$ cat src/rtl/agent_mem_pkg.sv
// Shared types for the dual-access agent memory.
package agent_mem_pkg;
    // External port access mode.
    typedef enum logic [1:0] {
        EXT_RW = 2'd0,
        EXT_RO = 2'd1,
        EXT_WO = 2'd2
    } ext_mode_e;
endpackage

$ cat src/rtl/agent_mem_ext_gate.sv
// External request qualifier.
// Turns the raw host strobes into effective read/write requests according to
// the access mode, and refuses them while the unit is busy when concurrency is
// off. Assumes strobes are sampled once per cycle; a write outranks a read.
module agent_mem_ext_gate
    import agent_mem_pkg::*;
#(
    parameter ext_mode_e MODE       = EXT_RW,
    parameter bit        ALLOW_BUSY = 1'b0
) (
    input  logic ext_rd,
    input  logic ext_wr,
    input  logic unit_busy,
    output logic do_rd,
    output logic do_wr,
    output logic blocked
);
    logic rd_req;
    logic wr_req;

    // Mode selection: build only the request paths the mode permits.
    generate
        if (MODE == EXT_RO) begin : g_ro
            assign wr_req = 1'b0;
            assign rd_req = ext_rd;
        end else if (MODE == EXT_WO) begin : g_wo
            assign wr_req = ext_wr;
            assign rd_req = 1'b0;
        end else begin : g_rw
            assign wr_req = ext_wr;
            assign rd_req = ext_rd & ~ext_wr;
        end
    endgenerate

    // Busy interlock: present only when concurrent access is disallowed.
    generate
        if (ALLOW_BUSY) begin : g_conc
            assign blocked = 1'b0;
        end else begin : g_lock
            assign blocked = (rd_req | wr_req) & unit_busy;
        end
    endgenerate

    assign do_rd = rd_req & ~blocked;
    assign do_wr = wr_req & ~blocked;
endmodule

$ cat src/rtl/agent_mem_prio.sv
// Fixed-priority slot arbiter.
// The external request takes the single slot first; otherwise the lowest
// indexed valid internal port wins. Assumes one store access per cycle.
module agent_mem_prio #(
    parameter int N_INT = 2
) (
    input  logic             ext_go,
    input  logic [N_INT-1:0] int_valid,
    output logic [N_INT-1:0] int_gnt
);
    logic taken;

    // Priority scan: external first, then ascending port index.
    always_comb begin
        int_gnt = '0;
        taken   = ext_go;
        for (int i = 0; i < N_INT; i++) begin
            if (int_valid[i] && !taken) begin
                int_gnt[i] = 1'b1;
                taken      = 1'b1;
            end
        end
    end
endmodule

$ cat src/rtl/agent_mem_store.sv
// Element storage with one write slot and registered reads.
// An external word spans WIDEN consecutive elements. Assumes the arbiter never
// asserts an external and an internal access in the same cycle, and that
// DEPTH is a multiple of WIDEN. Contents are not reset.
module agent_mem_store #(
    parameter int DEPTH      = 32,
    parameter int ELEM_W     = 8,
    parameter int WIDEN      = 2,
    parameter bit HAS_EXT_RD = 1'b1,
    localparam int AW  = $clog2(DEPTH),
    localparam int EAW = $clog2(DEPTH / WIDEN),
    localparam int EW  = ELEM_W * WIDEN
) (
    input  logic              clk,
    input  logic              ext_we,
    input  logic              ext_re,
    input  logic [EAW-1:0]    ext_row,
    input  logic [EW-1:0]     ext_wdata,
    input  logic              int_we,
    input  logic              int_re,
    input  logic [AW-1:0]     int_addr,
    input  logic [ELEM_W-1:0] int_wdata,
    output logic [EW-1:0]     ext_rdata,
    output logic [ELEM_W-1:0] int_rdata
);
    logic [ELEM_W-1:0] mem [DEPTH];

    // Write slot: an external word write or one internal element write.
    always_ff @(posedge clk) begin
        if (ext_we) begin
            for (int k = 0; k < WIDEN; k++) begin
                mem[AW'(int'(ext_row) * WIDEN + k)] <= ext_wdata[k*ELEM_W +: ELEM_W];
            end
        end else if (int_we) begin
            mem[int_addr] <= int_wdata;
        end
    end

    // Internal read register, one cycle of latency.
    always_ff @(posedge clk) begin
        if (int_re) begin
            int_rdata <= mem[int_addr];
        end
    end

    // External read register, built only when the mode has a read path.
    generate
        if (HAS_EXT_RD) begin : g_ext_rd
            always_ff @(posedge clk) begin
                if (ext_re) begin
                    for (int k = 0; k < WIDEN; k++) begin
                        ext_rdata[k*ELEM_W +: ELEM_W] <= mem[AW'(int'(ext_row) * WIDEN + k)];
                    end
                end
            end
        end else begin : g_no_ext_rd
            assign ext_rdata = '0;
        end
    endgenerate
endmodule

$ cat src/rtl/dual_access_agent_mem.sv
// Dual-access agent memory top.
// Joins the external request gate, the priority arbiter and the storage, and
// registers the read-valid and error pulses. Assumes a stalled internal port
// keeps address, write data and write enable stable until granted.
module dual_access_agent_mem
    import agent_mem_pkg::*;
#(
    parameter int        DEPTH      = 32,
    parameter int        ELEM_W     = 8,
    parameter int        WIDEN      = 2,
    parameter int        N_INT      = 2,
    parameter ext_mode_e MODE       = EXT_RW,
    parameter bit        ALLOW_BUSY = 1'b0,
    localparam int AW  = $clog2(DEPTH),
    localparam int EAW = $clog2(DEPTH / WIDEN),
    localparam int EW  = ELEM_W * WIDEN
) (
    input  logic                    clk,
    input  logic                    rst_n,
    input  logic                    unit_busy,
    input  logic                    ext_rd,
    input  logic                    ext_wr,
    input  logic [EAW-1:0]          ext_addr,
    input  logic [EW-1:0]           ext_wdata,
    output logic [EW-1:0]           ext_rdata,
    output logic                    ext_rvalid,
    output logic                    ext_err,
    input  logic [N_INT-1:0]        int_valid,
    input  logic [N_INT-1:0]        int_we,
    input  logic [N_INT*AW-1:0]     int_addr,
    input  logic [N_INT*ELEM_W-1:0] int_wdata,
    output logic [N_INT-1:0]        int_stall,
    output logic [ELEM_W-1:0]       int_rdata,
    output logic [N_INT-1:0]        int_rvalid
);
    localparam bit HAS_RD = (MODE != EXT_WO);

    logic              do_rd;
    logic              do_wr;
    logic              blocked;
    logic              ext_go;
    logic [N_INT-1:0]  gnt;
    logic              sel_we;
    logic              sel_re;
    logic [AW-1:0]     sel_addr;
    logic [ELEM_W-1:0] sel_wdata;

    agent_mem_ext_gate #(.MODE(MODE), .ALLOW_BUSY(ALLOW_BUSY)) u_gate (
        .ext_rd    (ext_rd),
        .ext_wr    (ext_wr),
        .unit_busy (unit_busy),
        .do_rd     (do_rd),
        .do_wr     (do_wr),
        .blocked   (blocked)
    );

    assign ext_go = do_rd | do_wr;

    agent_mem_prio #(.N_INT(N_INT)) u_prio (
        .ext_go    (ext_go),
        .int_valid (int_valid),
        .int_gnt   (gnt)
    );

    assign int_stall = int_valid & ~gnt;

    // Winner mux: route the granted internal port's fields to the store.
    always_comb begin
        sel_addr  = '0;
        sel_wdata = '0;
        for (int i = 0; i < N_INT; i++) begin
            if (gnt[i]) begin
                sel_addr  = int_addr[i*AW +: AW];
                sel_wdata = int_wdata[i*ELEM_W +: ELEM_W];
            end
        end
    end

    assign sel_we = |(gnt & int_we);
    assign sel_re = |(gnt & ~int_we);

    agent_mem_store #(
        .DEPTH(DEPTH), .ELEM_W(ELEM_W), .WIDEN(WIDEN), .HAS_EXT_RD(HAS_RD)
    ) u_store (
        .clk       (clk),
        .ext_we    (do_wr),
        .ext_re    (do_rd),
        .ext_row   (ext_addr),
        .ext_wdata (ext_wdata),
        .int_we    (sel_we),
        .int_re    (sel_re),
        .int_addr  (sel_addr),
        .int_wdata (sel_wdata),
        .ext_rdata (ext_rdata),
        .int_rdata (int_rdata)
    );

    // Internal read-valid and external error pulses.
    always_ff @(posedge clk) begin
        if (!rst_n) begin
            int_rvalid <= '0;
            ext_err    <= 1'b0;
        end else begin
            int_rvalid <= gnt & ~int_we;
            ext_err    <= blocked;
        end
    end

    // External read-valid pulse, only where a read path exists.
    generate
        if (HAS_RD) begin : g_rv
            always_ff @(posedge clk) begin
                if (!rst_n) ext_rvalid <= 1'b0;
                else        ext_rvalid <= do_rd;
            end
        end else begin : g_no_rv
            assign ext_rvalid = 1'b0;
        end
    endgenerate

    // External access stalls every valid internal port.
    assert_ext_first_R1: assert property (@(posedge clk) disable iff (!rst_n)
        ext_go |-> (int_stall == int_valid));

    // Without external traffic, port 0 is never stalled.
    assert_low_index_R3: assert property (@(posedge clk) disable iff (!rst_n)
        (int_valid[0] && !ext_go) |-> !int_stall[0]);

    // At most one internal read pulse per cycle.
    assert_one_rvalid_R4: assert property (@(posedge clk) disable iff (!rst_n)
        $onehot0(int_rvalid));

    // A granted internal read yields a pulse next cycle.
    assert_rd_pulse_R4: assert property (@(posedge clk) disable iff (!rst_n)
        (|(int_valid & ~int_stall & ~int_we)) |=> (|int_rvalid));

    // A refused access reports an error and no read data.
    assert_refused_err_R9: assert property (@(posedge clk) disable iff (!rst_n)
        blocked |=> (ext_err && !ext_rvalid));

    // An external write never produces a read pulse.
    assert_wr_no_rvalid_R12: assert property (@(posedge clk) disable iff (!rst_n)
        do_wr |=> !ext_rvalid);
endmodule

$ cat config.mk
export PLATFORM = sky130hd
export DESIGN_NAME = dual_access_agent_mem
export DESIGN_NICKNAME = d
export VERILOG_FILES = /design/src/rtl/agent_mem_pkg.sv /design/src/rtl/agent_mem_ext_gate.sv /design/src/rtl/agent_mem_prio.sv /design/src/rtl/agent_mem_store.sv /design/src/rtl/dual_access_agent_mem.sv
export SDC_FILE = /design/constraint.sdc
export NUM_CORES = 1
export LEC_CHECK = 0
export BUFFER_PORTS_ARGS = -buffer_cell sky130_fd_sc_hd__clkbuf_2
export CELL_PAD_IN_SITES_DETAIL_PLACEMENT = 0
export CELL_PAD_IN_SITES_GLOBAL_PLACEMENT = 1
export CORE_AREA = 10 10 188 190
export CTS_CLUSTER_DIAMETER = 30
export DETAILED_ROUTE_END_ITERATION = 16
export DIE_AREA = 0 0 198 200
export GPL_TIMING_DRIVEN = 1
export HOLD_SLACK_MARGIN = 0.08
export PLACE_DENSITY = 0.75
export RECOVER_POWER = 50
export SLEW_MARGIN = 20
export SYNTH_ARGS = -nofsm -noshare
export SYNTH_HDL_FRONTEND = slang
export SYNTH_HIERARCHICAL = 1
export SYNTH_SLANG_ARGS = --single-unit
$ cat constraint.sdc
create_clock -name clk -period 5.3 [get_ports clk]
set_clock_uncertainty 0.1 [all_clocks]
set_input_delay 1.325 -clock clk [delete_from_list [all_inputs] [get_ports clk]]
set_output_delay 1.325 -clock clk [all_outputs]
set_load 0.01 [all_outputs]
==> results of run 1 <==
==> worst max path at each step <==
stage | slack [ps] | cells past startpoint | endpoint | start
CTS | 960 | 9 | u_store/int_rdata[1]$_DFFE_PP_ | unit_busy
finish | 680 | 12 | u_store/mem[16][2]$_DFFE_PP_ | unit_busy
floorplan | 310 | 12 | u_store/int_rdata[2]$_DFFE_PP_ | ext_wr
global placement | 390 | 12 | u_store/mem[22][1]$_DFFE_PP_ | unit_busy
detailed placement | 370 | 9 | u_store/int_rdata[1]$_DFFE_PP_ | unit_busy
global route | 560 | 12 | u_store/mem[22][0]$_DFFE_PP_ | unit_busy
==> cells by family (layout without fill, tap and decap cells) <==
| group | count (synthesis) | count (layout) | share of synthesized area, % |
|---|---|---|---|
| flops | 284 | 284 | 57.89 |
| mux | 205 | 205 | 26.42 |
| simple gates | 195 | 195 | 6.050 |
| compound gates | 167 | 167 | 6.588 |
| buf+inv | 98 | 305 | 3.055 |
| other cells | 0 | 1 | 0 |
==> routing by layer <==
| metal | vias up | part of all wire [%] |
|---|---|---|
| li1 | 4154 | - |
| met1 | 5123 | 38 |
| met2 | 680 | 46 |
| met3 | 127 | 12 |
| met4 | 2 | 4.0 |
| met5 | - | 0.027 |
==> layout make-up <==
class	count	area [µm²]
antenna	1	2.502
clock buffer	79	1743
clock inverter	41	484.2
fill	2426	13350
inverter	13	48.80
multi-input combinational	567	5751
sequential	284	8488
tap	402	503.0
timing repair buffer	172	1020
==> synth_stat cells, types with 4 or more instances <==
master       n  area share (%)
edfxtp_1   280              57
mux4_2     138              21
nor2_1     123             3.1
a21oi_1    109             3.7
clkbuf_1    58             1.5
mux2_2      37             2.8
mux2i_1     27             1.8
nand2_1     19            0.49
o21ai_0     18            0.61
nand3_1     16            0.55
inv_1       13            0.33
buf_2       12            0.41
a22o_2      11            0.75
nor2b_1      8            0.34
o22ai_1      8            0.34
a22oi_1      7            0.36
buf_1        7            0.18
nor3b_1      6            0.31
a2bb2oi_1    4            0.24
buf_6        4            0.31
dfxtp_1      4            0.55
==> power by group through the flow <==
| stage | combinational (mW) | clock, mW | sequential (mW) |
|---|---|---|---|
| after floorplan | 0.445 | 0 | 2.62 |
| after detailed placement | 0.678 | 0 | 2.63 |
| after CTS | 0.681 | 4.04 | 2.59 |
| after global placement | 0.670 | 0 | 2.63 |
| after global routing | 0.721 | 4.18 | 2.59 |
| final | 0.680 | 4.01 | 2.59 |
==> registers in the layout, indices dropped and copies added (netlist names) <==
name               cells
u_store/ext_rdata     16
u_store/int_rdata      8
int_rvalid             2
ext_err                1
ext_rvalid             1
u_store/mem          256
==> worst min-delay path, delay by kind of cell (launching register included) <==
family	cells	cell delay, ps
AOI/OAI and AO/OA	1	80
DFF	1	340
muxes	1	160
and+or+nand+nor	1	140
==> results.tsv, run 1 <==
metric	value	unit
core-area	31390	µm²
post_cts_resized	0	
drtIter0Drc	1216	
p_sw	1.719	mW
fin_cells	1559	
powerDensity	403.6	nW/µm²
layout-drive-gt1-share	36.16	%
path_cells	clkbuf_1 > and2b_1 > or2_2 > nor3b_1 > buf_4 > a22o_2 > nor2b_1 > buf_4 > nand3b_1 > a2bb2oi_1 > nor2_1 > buf_4	
grt-busiest-layer	met2	
port_buffers	84	
grt_pass1_vias	10140	
status	finished with violations	
slowest_stage	nor3b_1	
use_met2	38.46	%
gr-usage-met1	32.04	%
vias_per_cell	6.470	
syn-instance-count	949	
setup_viol_count_final	0	
place_inst	1438	
worstSetupPathType	in2reg	
ir_drop	269.2	µV
layout_common_cells	280 x edfxtp_1, 138 x mux4_2, 123 x nor2_1, 109 x a21oi_1, 68 x clkbuf_16	
fmax	216.5	MHz
ys.flop_type	edfxtp_1	
synth_edf_count	280	
final_common_cell	edfxtp_1	
pin_count	85	
regToRegSetupSlack	3190	ps
die_w	198	µm
die_h	200	µm
cts_max_path_buffers	3	
via_count	10086	
setup_slack	681.7	ps
areaGrowthSynthToFinish	23.03	%
slew_headroom	-26.92	%
firstDrtPassIters	5	
post_drt_wl_per_cell	30.85	µm
slew_viol_final	28	
insertion_delay	570	ps
p_total	7.280	mW
post-place-ws	372.3	ps
seq_area_frac_synth	57.89	%
grt_max_degree	56	
synth_cell_types	47	
internal-power	5.561	mW
r2r_end	u_store/int_rdata[2]$_DFFE_PP_	
endpoint_kind	flop	
violations	capacitance limit, slew limit	
arrival	4770	ps
p_leak	6.096	nW
reg2reg_depth	3	
holdPathStages	3	
antenna_found_initial	2	
reg2reg_from	u_store/mem[23][2]$_DFFE_PP_	
path_max_fanout	17	
crit_required	5450	ps
hold_class	reg2reg	
final_area	18040	µm²
synth.avg_cell_area	15.45	µm²
final_util	57.47	%
hold_buffers	0	
setup_tns	0	ps
async_flop_share	0	%
clock-sinks	284	
start_util	46.71	%
whs	745.5	ps
synth_area	14660	µm²
slowest_delay	520	ps
grt_use_total	24.75	%
ant_nets	0	
drc	0	
yosys_register_bits	284	
num_rows	65	
cts_setup_buffers	0	
grt_util_met3	7.016	%
max_cap_violations	1	
cts_tree	done	
cpMostUsedCell	buf_4	
synth_nets	1004	
min-delay-start	u_store/mem[1][3]$_DFFE_PP_	
finalCritPeriodShare	87.14	%
cts.clk_slew.worst_paths	40	ps
hold_viol	0	
worst_pin_slew	1904	ps
dieArea	39600	µm²
rsz0062_at_grt	no	
yosysWarnings	6	
layout_min_cycle_time	4618	ps
grt_overflow_total	0	
critPathLaunchType	input pin	
wirelength	48100	µm
root_buffer	clkbuf_16	
grt_pass1_wl	70230	µm
gp_congestion	0.9174	
clkPwrFrac	55.1	%
pwr-share-comb	9.3	%
hpwl	32780	µm
postPlaceCellArea	15940	µm²
switching_share	23.62	%
crit_family	simple AND/OR/NAND/NOR gates	
cts_buffers	67	
seqPwrFrac	35.6	%
nets	1160	
worstHoldEndpoint	u_store/ext_rdata[11]$_DFFE_PP_	
htreeDepth	3	
critPathBufInv	4	
Note: power is estimated with default switching activity, not from simulation.
==> inputs of run 2 (changes only) <==
--- a/config.mk
+++ b/config.mk
@@ -8,13 +8,13 @@
 export BUFFER_PORTS_ARGS = -buffer_cell sky130_fd_sc_hd__clkbuf_2
 export CELL_PAD_IN_SITES_DETAIL_PLACEMENT = 0
 export CELL_PAD_IN_SITES_GLOBAL_PLACEMENT = 1
-export CORE_AREA = 10 10 188 190
+export CORE_AREA = 10 10 216 218
 export CTS_CLUSTER_DIAMETER = 30
 export DETAILED_ROUTE_END_ITERATION = 16
-export DIE_AREA = 0 0 198 200
+export DIE_AREA = 0 0 226 228
 export GPL_TIMING_DRIVEN = 1
 export HOLD_SLACK_MARGIN = 0.08
-export PLACE_DENSITY = 0.75
+export PLACE_DENSITY = 0.58
 export RECOVER_POWER = 50
 export SLEW_MARGIN = 20
 export SYNTH_ARGS = -nofsm -noshare
==> results.tsv, run 2 (synthesized netlist as in run 1, its figures left out) <==
metric	value	unit	change
core-area	42510	µm²	+35%
clkPwrFrac	55.4	%	+0.3 points
p_leak	6.213	nW	+1.9%
setup_viol_count_final	0		unchanged
diodes	0		-1
htreeDepth	3		unchanged
gp_congestion	0.8818		-3.9%
place_inst	1599		+11%
grt_pass1_wl	74180	µm	+5.6%
hold_class	reg2reg		
final_util	43.27	%	-14 points
arrival	4980	ps	+210 ps
fmax	208.2	MHz	-3.9%
crit_family	simple AND/OR/NAND/NOR gates		
cts_buffers	69		+3.0%
cts_tree	done		
antenna_found_initial	2		unchanged
powerDensity	400.8	nW/µm²	-0.68%
vias_per_cell	5.778		-11%
ir_drop	260.0	µV	-3.4%
start_util	34.50	%	-12 points
grt_max_degree	69		+23%
seqPwrFrac	35.1	%	-0.5 points
grt_overflow_total	0		unchanged
via_count	9962		-1.2%
crit_required	5470	ps	+20 ps
worstSetupPathType	in2reg		
critPathLaunchType	input pin		
grt_use_total	20.33	%	-4.4 points
hold_buffers	0		unchanged
setup_slack	495.8	ps	-185.9 ps
fin_cells	1724		+11%
layout-drive-gt1-share	37.10	%	+0.94 points
top_register	u_store/mem		
drtIter0Drc	1117		-8.1%
slew_viol_final	62		+120%
path_cells	clkbuf_1 > and2b_1 > or2_2 > nor3b_2 > clkbuf_1 > a22o_2 > nor2b_1 > buf_4 > nand3b_1 > o21ai_0 > buf_4		
slowest_delay	930	ps	+410 ps
final_area	18390	µm²	+2.0%
post_cts_resized	0		unchanged
wirelength	52560	µm	+9.3%
post-place-ws	8.147	ps	-364.2 ps
max_cap_violations	2		+1
postPlaceCellArea	16250	µm²	+2.0%
firstDrtPassIters	5		unchanged
path_max_fanout	11		-6
slowest_stage	o21ai_0		
grt_util_met3	4.734	%	-2.3 points
num_rows	76		+17%
clock-sinks	284		unchanged
layout_common_cells	280 x edfxtp_1, 138 x mux4_2, 123 x nor2_1, 109 x a21oi_1, 86 x buf_4		
root_buffer	clkbuf_16		
ant_nets	0		unchanged
switching_share	22.88	%	-0.73 points
violations	capacitance limit, slew limit		
rsz0062_at_grt	no		
setup_tns	0	ps	unchanged
port_buffers	84		unchanged
largest_reg_flops	256		unchanged
internal-power	5.685	mW	+2.2%
cts_setup_buffers	0		unchanged
grt_pass1_vias	10010		-1.3%
grt-busiest-layer	met2		
die_w	226	µm	+14%
final_common_cell	edfxtp_1		
largestRegisters	u_store/mem (256), u_store/ext_rdata (16), u_store/int_rdata (8)		
status	finished with violations		
areaGrowthSynthToFinish	25.45	%	
insertion_delay	570	ps	about the same
die_h	228	µm	+14%
cts_max_path_buffers	3		unchanged
nets	1179		+1.6%
cts.clk_slew.worst_paths	40	ps	about the same
pwr-share-comb	9.4	%	about the same
whs	740.9	ps	-4.645 ps
hold_viol	0		unchanged
dieArea	51530	µm²	+30%
use_met2	32.92	%	-5.5 points
hpwl	36980	µm	+13%
drc	0		unchanged
post_drt_wl_per_cell	30.49	µm	-1.2%
layout_min_cycle_time	4804	ps	+185.9 ps
pin_count	85		unchanged
endpoint_kind	flop		
critPathBufInv	4		unchanged
slew_headroom	-16.19	%	+11 points
worst_pin_slew	1743	ps	-160.9 ps
p_sw	1.687	mW	-1.9%
p_total	7.373	mW	+1.3%
finalCritPeriodShare	90.64	%	+3.5 points
gr-usage-met1	26.22	%	-5.8 points
-- run 2: changes by cell type in the layout (fill, tap and decap cells not counted), moves of 2 or more --
cell,change
buf_4,+21
clkinv_1,+6
clkbuf_16,+5
clkinv_2,-3
inv_6,-3
clkbuf_1,-2
clkinv_16,-2
clkinvlp_4,+2
-- run 2: cell type report --
class | instances | area (µm²)
fill | 3837 | 24110
sequential | 284 | 8488
multi-input combinational | 567 | 5756
clock buffer | 86 | 1876
timing repair buffer | 189 | 1147
tap | 546 | 683.2
clock inverter | 39 | 395.4
inverter | 13 | 48.80
-- run 2: final timing paths --
| check | slack (ps) | start | cells past startpoint | endpoint |
|---|---|---|---|---|
| max | 500 | unit_busy | 11 | u_store/mem[17][0]$_DFFE_PP_ |
| min | 740 | u_store/mem[13][0]$_DFFE_PP_ | 4 | u_store/ext_rdata[8]$_DFFE_PP_ |
| max reg2reg | 3220 | u_store/mem[29][0]$_DFFE_PP_ | 3 | u_store/int_rdata[0]$_DFFE_PP_ |
| min reg2reg | 740 | u_store/mem[13][0]$_DFFE_PP_ | 4 | u_store/ext_rdata[8]$_DFFE_PP_ |
-- run 2: layer usage --
layer  up-vias  wire, µm
met5         -         0
met4         0      1546
met3        94      4128
met2       471     25860
met1      5198     21030
li1       4199         -
-- run 2: power by group through the flow --
| stage | clock [mW] | combinational (mW) | sequential, mW |
|---|---|---|---|
| after floorplan | 0 | 0.445 | 2.62 |
| after global placement | 0 | 0.702 | 2.63 |
| after detailed placement | 0 | 0.706 | 2.63 |
| after CTS | 4.14 | 0.708 | 2.59 |
| after global routing | 4.27 | 0.738 | 2.59 |
| final | 4.09 | 0.695 | 2.59 |
-- run 2: tightest hold or removal path: cells and delay by family, from the launching register on --
family / cells / cell delay [ps]
compound gates: 2 / 210
flops: 1 / 330
mux: 1 / 70
simple gates: 1 / 90
